==> config.mk <==
export PLATFORM = sky130hd
export DESIGN_NAME = pulse_mode_sel
export DESIGN_NICKNAME = d
export VERILOG_FILES = /design/src/rtl/pulse_mode_sel_pkg.sv /design/src/rtl/pms_sync.sv /design/src/rtl/pms_low_meter.sv /design/src/rtl/pms_window.sv /design/src/rtl/pulse_mode_sel.sv
export SDC_FILE = /design/constraint.sdc
export NUM_CORES = 1
export LEC_CHECK = 0
export BUFFER_PORTS_ARGS = -buffer_cell sky130_fd_sc_hd__buf_4
export CELL_PAD_IN_SITES_DETAIL_PLACEMENT = 0
export CELL_PAD_IN_SITES_GLOBAL_PLACEMENT = 1
export CORE_MARGIN = 2
export CORE_UTILIZATION = 47
export CTS_CLUSTER_SIZE = 40
export DETAILED_ROUTE_END_ITERATION = 10
export PLACE_DENSITY_LB_ADDON = 0.1
export SYNTH_ARGS = -nofsm -noshare
export SYNTH_HDL_FRONTEND = slang
export SYNTH_HIERARCHICAL = 1
export SYNTH_SLANG_ARGS = --single-unit
==> constraint.sdc <==
create_clock -name clk -period 5.95 [get_ports clk]
set_input_delay 0.2975 -clock clk [delete_from_list [all_inputs] [get_ports clk]]
set_output_delay 0.2975 -clock clk [all_outputs]
set_load 0.01 [all_outputs]
==> src/rtl/pulse_mode_sel_pkg.sv <==
package pulse_mode_sel_pkg;
   typedef enum logic {
      LINK_CMD  = 1'b0,
      LINK_THRU = 1'b1
   } link_mode_e;

   function automatic link_mode_e flip_mode(input link_mode_e m);
      return (m == LINK_CMD) ? LINK_THRU : LINK_CMD;
   endfunction
endpackage

==> src/rtl/pms_sync.sv <==
module pms_sync #(
   parameter int unsigned STAGES   = 2,
   parameter bit          IDLE_VAL = 1'b1
) (
   input  logic clk,
   input  logic rst,
   input  logic din,
   output logic dout
);
   initial begin
      if (STAGES < 2) $error("pms_sync: STAGES must be at least 2");
   end

   logic [STAGES-1:0] chain;

   genvar g;
   generate
      for (g = 0; g < STAGES; g++) begin : g_stage
         if (g == 0) begin : g_first
            always_ff @(posedge clk) begin
               if (rst) chain[0] <= IDLE_VAL;
               else     chain[0] <= din;
            end
         end else begin : g_next
            always_ff @(posedge clk) begin
               if (rst) chain[g] <= IDLE_VAL;
               else     chain[g] <= chain[g-1];
            end
         end
      end
   endgenerate

   assign dout = chain[STAGES-1];
endmodule

==> src/rtl/pms_low_meter.sv <==
module pms_low_meter #(
   parameter int unsigned CNT_W = 24
) (
   input  logic             clk,
   input  logic             rst,
   input  logic             line_s,
   output logic             rise,
   output logic [CNT_W-1:0] low_len,
   output logic             low_sat
);
   localparam logic [CNT_W-1:0] CNT_MAX = {CNT_W{1'b1}};

   logic             line_q;
   logic [CNT_W-1:0] run_cnt;

   always_ff @(posedge clk) begin
      if (rst) begin
         line_q  <= 1'b1;
         run_cnt <= '0;
      end else begin
         line_q <= line_s;
         if (line_s)                run_cnt <= '0;
         else if (run_cnt != CNT_MAX) run_cnt <= run_cnt + 1'b1;
      end
   end

   assign rise    = line_s & ~line_q;
   assign low_len = run_cnt;
   assign low_sat = (run_cnt == CNT_MAX);
endmodule

==> src/rtl/pms_window.sv <==
module pms_window #(
   parameter int unsigned CNT_W     = 24,
   parameter int unsigned TOL_SHIFT = 2
) (
   input  logic [CNT_W-1:0] nominal,
   input  logic [CNT_W-1:0] len,
   input  logic             sat,
   output logic             hit
);
   localparam int unsigned EXT_W = CNT_W + 1;

   logic [EXT_W-1:0] nom_x, tol_x, lo_x, hi_x, len_x;

   always_comb begin
      nom_x = {1'b0, nominal};
      len_x = {1'b0, len};
      tol_x = nom_x >> TOL_SHIFT;
      lo_x  = nom_x - tol_x;
      hi_x  = nom_x + tol_x;
      hit   = !sat && (len_x >= lo_x) && (len_x <= hi_x);
   end
endmodule

==> src/rtl/pulse_mode_sel.sv <==
module pulse_mode_sel
   import pulse_mode_sel_pkg::*;
#(
   parameter int unsigned CNT_W       = 24,
   parameter int unsigned TOL_SHIFT   = 2,
   parameter int unsigned SYNC_STAGES = 2
) (
   input  logic             clk,
   input  logic             rst,
   input  logic             ctl_raw_n,
   input  logic [CNT_W-1:0] nominal_ticks,
   output logic             thru_mode,
   output logic             mode_chg
);
   initial begin
      if (CNT_W < 3)            $error("pulse_mode_sel: CNT_W must be at least 3");
      if (TOL_SHIFT >= CNT_W)   $error("pulse_mode_sel: TOL_SHIFT must be below CNT_W");
      if (SYNC_STAGES < 2)      $error("pulse_mode_sel: SYNC_STAGES must be at least 2");
   end

   logic             line_s;
   logic             rise;
   logic             low_sat;
   logic             hit;
   logic [CNT_W-1:0] low_len;
   link_mode_e       mode_q;
   logic             chg_q;

   pms_sync #(.STAGES(SYNC_STAGES), .IDLE_VAL(1'b1)) u_sync (
      .clk  (clk),
      .rst  (rst),
      .din  (ctl_raw_n),
      .dout (line_s)
   );

   pms_low_meter #(.CNT_W(CNT_W)) u_meter (
      .clk     (clk),
      .rst     (rst),
      .line_s  (line_s),
      .rise    (rise),
      .low_len (low_len),
      .low_sat (low_sat)
   );

   pms_window #(.CNT_W(CNT_W), .TOL_SHIFT(TOL_SHIFT)) u_win (
      .nominal (nominal_ticks),
      .len     (low_len),
      .sat     (low_sat),
      .hit     (hit)
   );

   always_ff @(posedge clk) begin
      if (rst) begin
         mode_q <= LINK_CMD;
         chg_q  <= 1'b0;
      end else begin
         chg_q <= rise && hit;
         if (rise && hit) mode_q <= flip_mode(mode_q);
      end
   end

   assign thru_mode = (mode_q == LINK_THRU);
   assign mode_chg  = chg_q;
endmodule

==> impl_summary.md <==
Synthesis
In the synthesized netlist the dominant register cell turns out to be dfxtp_1. The average instance in the mapped netlist occupies 7.81 sq um. The number of nets in the synthesized netlist is 756. The number of distinct library cell variants in the gate-level netlist after synthesis is 71. Summing the sequential cell areas from Yosys gives 11.7% of the chip area. The area of the mapped netlist is 0.00495 sq mm.

During synthesis, Yosys emitted a total of 6 warnings. The number of instances in the synthesized netlist is 634. The register bit total from synthesis is 29. Counting flops with a built-in enable in the synthesized netlist gives 0. The share of flip-flops with an asynchronous set or reset is 0%.

Routing
The first routing iteration left 332 violations. Detailed routing inserted a total of 4763 vias. Before antenna repair, the detailed router went through 5 iterations.

The wire length after detailed routing is 12.8 mm. The average wire per cell in the routed design is 16.4 um. The count of nets left with antenna violations once routing finished came out at 0. For this run, design rule violations remaining after detail routing come to 0. The average via count per standard cell is 6.08.

STA
The count of final hold-check violations is 0. The hold slack is 194 ps. Setup repair after global routing left no endpoint under its margin. The final max-slew violation count is 0. The smallest clock period supported by the final layout is computed as 4810 ps.

Setup violations remaining at the end of the flow were counted as 0. The actual transition at the worst max-transition pin is 973 ps. The achievable frequency is 208 MHz.

Measured against its own limit, the worst slew margin works out to 34.6%. After layout, the worst path uses 80.9% of the clock period. The worst clock skew is 8.18 ps.

For the final routed database, the setup TNS stands at 0 ps.

Cells and area
The sequential cells in the finished layout cover a total of 581 sq um. The net count of the finished layout is 768. Cells with a size suffix above 1 make up 8.50% of the layout. The leading cell type in the layout, fill and taps excluded is ha_1. Cells fill 51.6% of the core in the end. Counting the fill cells in the layout gives 1044. In the layout the commonest cells are ha_1 (93), a21oi_1 (60), inv_1 (47). The multi-input combinational cell area is 0.00405 sq mm.

The area of all placed cells without fillers is 0.00530 sq mm. The synthesis-to-layout area growth is 7.03%. The repair_antennas step left the layout with diodes totalling 0.

Floorplan
Pin placement for this block handled 29 I/O pins. The die is 107 um wide. The number of cell rows is 37. After floorplanning, the core was sized to cover 0.0103 sq mm. The die covers 0.0114 sq mm. The effective utilization at floorplan is 48.2%. The height of the die is 107 um.

Clocking
The clock tree from TritonCTS is done. The count of H-tree levels built during CTS is 2. The later-pin clock latency in the skew report is 290 ps. The number of buffers created by CTS is 5.

The post-CTS resize count is 0. The CTS sink count is 29. The clock root buffer is clkbuf_8. In this run, post-CTS hold repair placed 0 buffers.

Post-CTS timing repair inserted 0 buffers for setup. The clock passes through at most 2 buffers. After clock tree synthesis, the clock-pin slew on the worst setup and hold paths is 60 ps.

Setup path
For the worst setup path, the data arrival time is 4990 ps. At the worst endpoint, the required time is 6120 ps. The largest fanout on the critical path is 8.

The worst setup path is launched from a primary input. The critical path is of the primary input to register type. STA classifies the critical path endpoint as a register.

Placement
Summing all placed instances gives a cell area of 0.00522 sq mm. Once detailed placement completed, the half-perimeter wirelength came to 10.4 mm. The count of buffers inserted at the top-level ports is 28. The routability congestion estimate from global placement is 0.897.

Hold path
The worst hold path belongs to the class primary input to register.

Global routing
The global-route wire length before repair is 21.4 mm. The total global-route track usage is 22.7%. For this run the aggregate overflow at the end of global routing stands at 0. The via count of the first global-routing pass came to 4490. The initial antenna violation count was 0. The pin count of the biggest net entering global routing is 19.

Power
Power spread over the standard cell area amounts to 138 mW/mm^2. IR analysis of the VDD net gives a maximum drop of 96.7 uV. The static power due to leakage is 0.00234 uW.

Run status
The run finished with clean final reports.

Run
Max-cap violations in this run came to 0.
registers in the layout, indices dropped and copies added (netlist names):
register,cells
thru_mode,1
u_sync/dout,1
mode_chg,1
u_meter/line_q,1
u_sync/chain,1
u_meter/low_len,24
synth_stat cells (all sizes together) (11+ instances only):
library cell	instances	area, sq um
a21o	14	105
a21oi	60	300
a31oi	12	75.1
buf	12	75.1
clkbuf	13	52.6
dfxtp	29	581
ha	93	1160
inv	49	184
nand2	28	105
nand2b	12	75.1
nand3	20	100
nand4	16	136
nor2	40	150
nor2b	12	82.6
nor3	14	70.1
o211ai	11	82.6
o21ai	30	150
xnor2	36	315
path summary, 6_finish.rpt:
kind	from	end	slack (ps)	cells after the start
max reg2reg	u_meter/low_len[4]	thru_mode	2690	10
min	ctl_raw_n	u_sync/chain[0]	190	2
max	nominal_ticks[8]	thru_mode	1140	21
min reg2reg	u_sync/chain[0]	u_sync/dout	410	1
cells by family after synthesis:
family,count (synthesis),share of synthesized area (%)
compound gates,194,26.8
flops,29,11.7
fa+ha+maj,95,24.3
xor+xnor,39,6.90
mux,6,1.31
buf+inv,76,6.44
simple gates,195,22.5
layer usage:
metal | GRT usage [%] | wire, um | up-vias
met5 | 0 | 0 | -
met4 | 4.92 | 189 | 0
met3 | 2.55 | 723 | 12
met2 | 38.2 | 5900 | 129
met1 | 31.3 | 6000 | 2229
li1 | - | - | 2393
area by class of cell:
class                           count  area share [%]
Multi-Input combinational cell    529            76.5
Sequential cell                    29            11.0
Inverter                           51            3.61
Tap cell                          136            3.21
Clock buffer                        8            1.51
Timing Repair Buffer               30            4.25
power breakdown:
| group | internal [uW] | switching, uW |
|---|---|---|
| sequential | 195 | 0.904 |
| combinational | 159 | 219 |
| clock | 82.9 | 73.2 |
metrics by stage:
stage,std cells,worst slack [ps],total power (uW)
6_report,783,1140,731
5_1_grt,783,894,788
4_1_cts,783,1130,733
3_5_place_dp,775,879,576
3_3_place_gp,775,1060,572
2_1_floorplan,634,1720,479
critical path, stage by stage:
cell and delay [ps]:
buf_4 100, inv_1 40, ha_1 430, nor2b_1 120, nor2_1 190, a31oi_1 180
o41ai_2 450, o221a_1 330, a21o_1 200, nor4b_1 70, a311o_1 360, ha_1 310
nand4_1 90, nor2_1 140, nand3_1 140, o41ai_1 480, a21oi_1 70, and3_1 220
nor4b_4 280, and2_4 190, mux2_4 280
(Power assumes the default switching activity.)
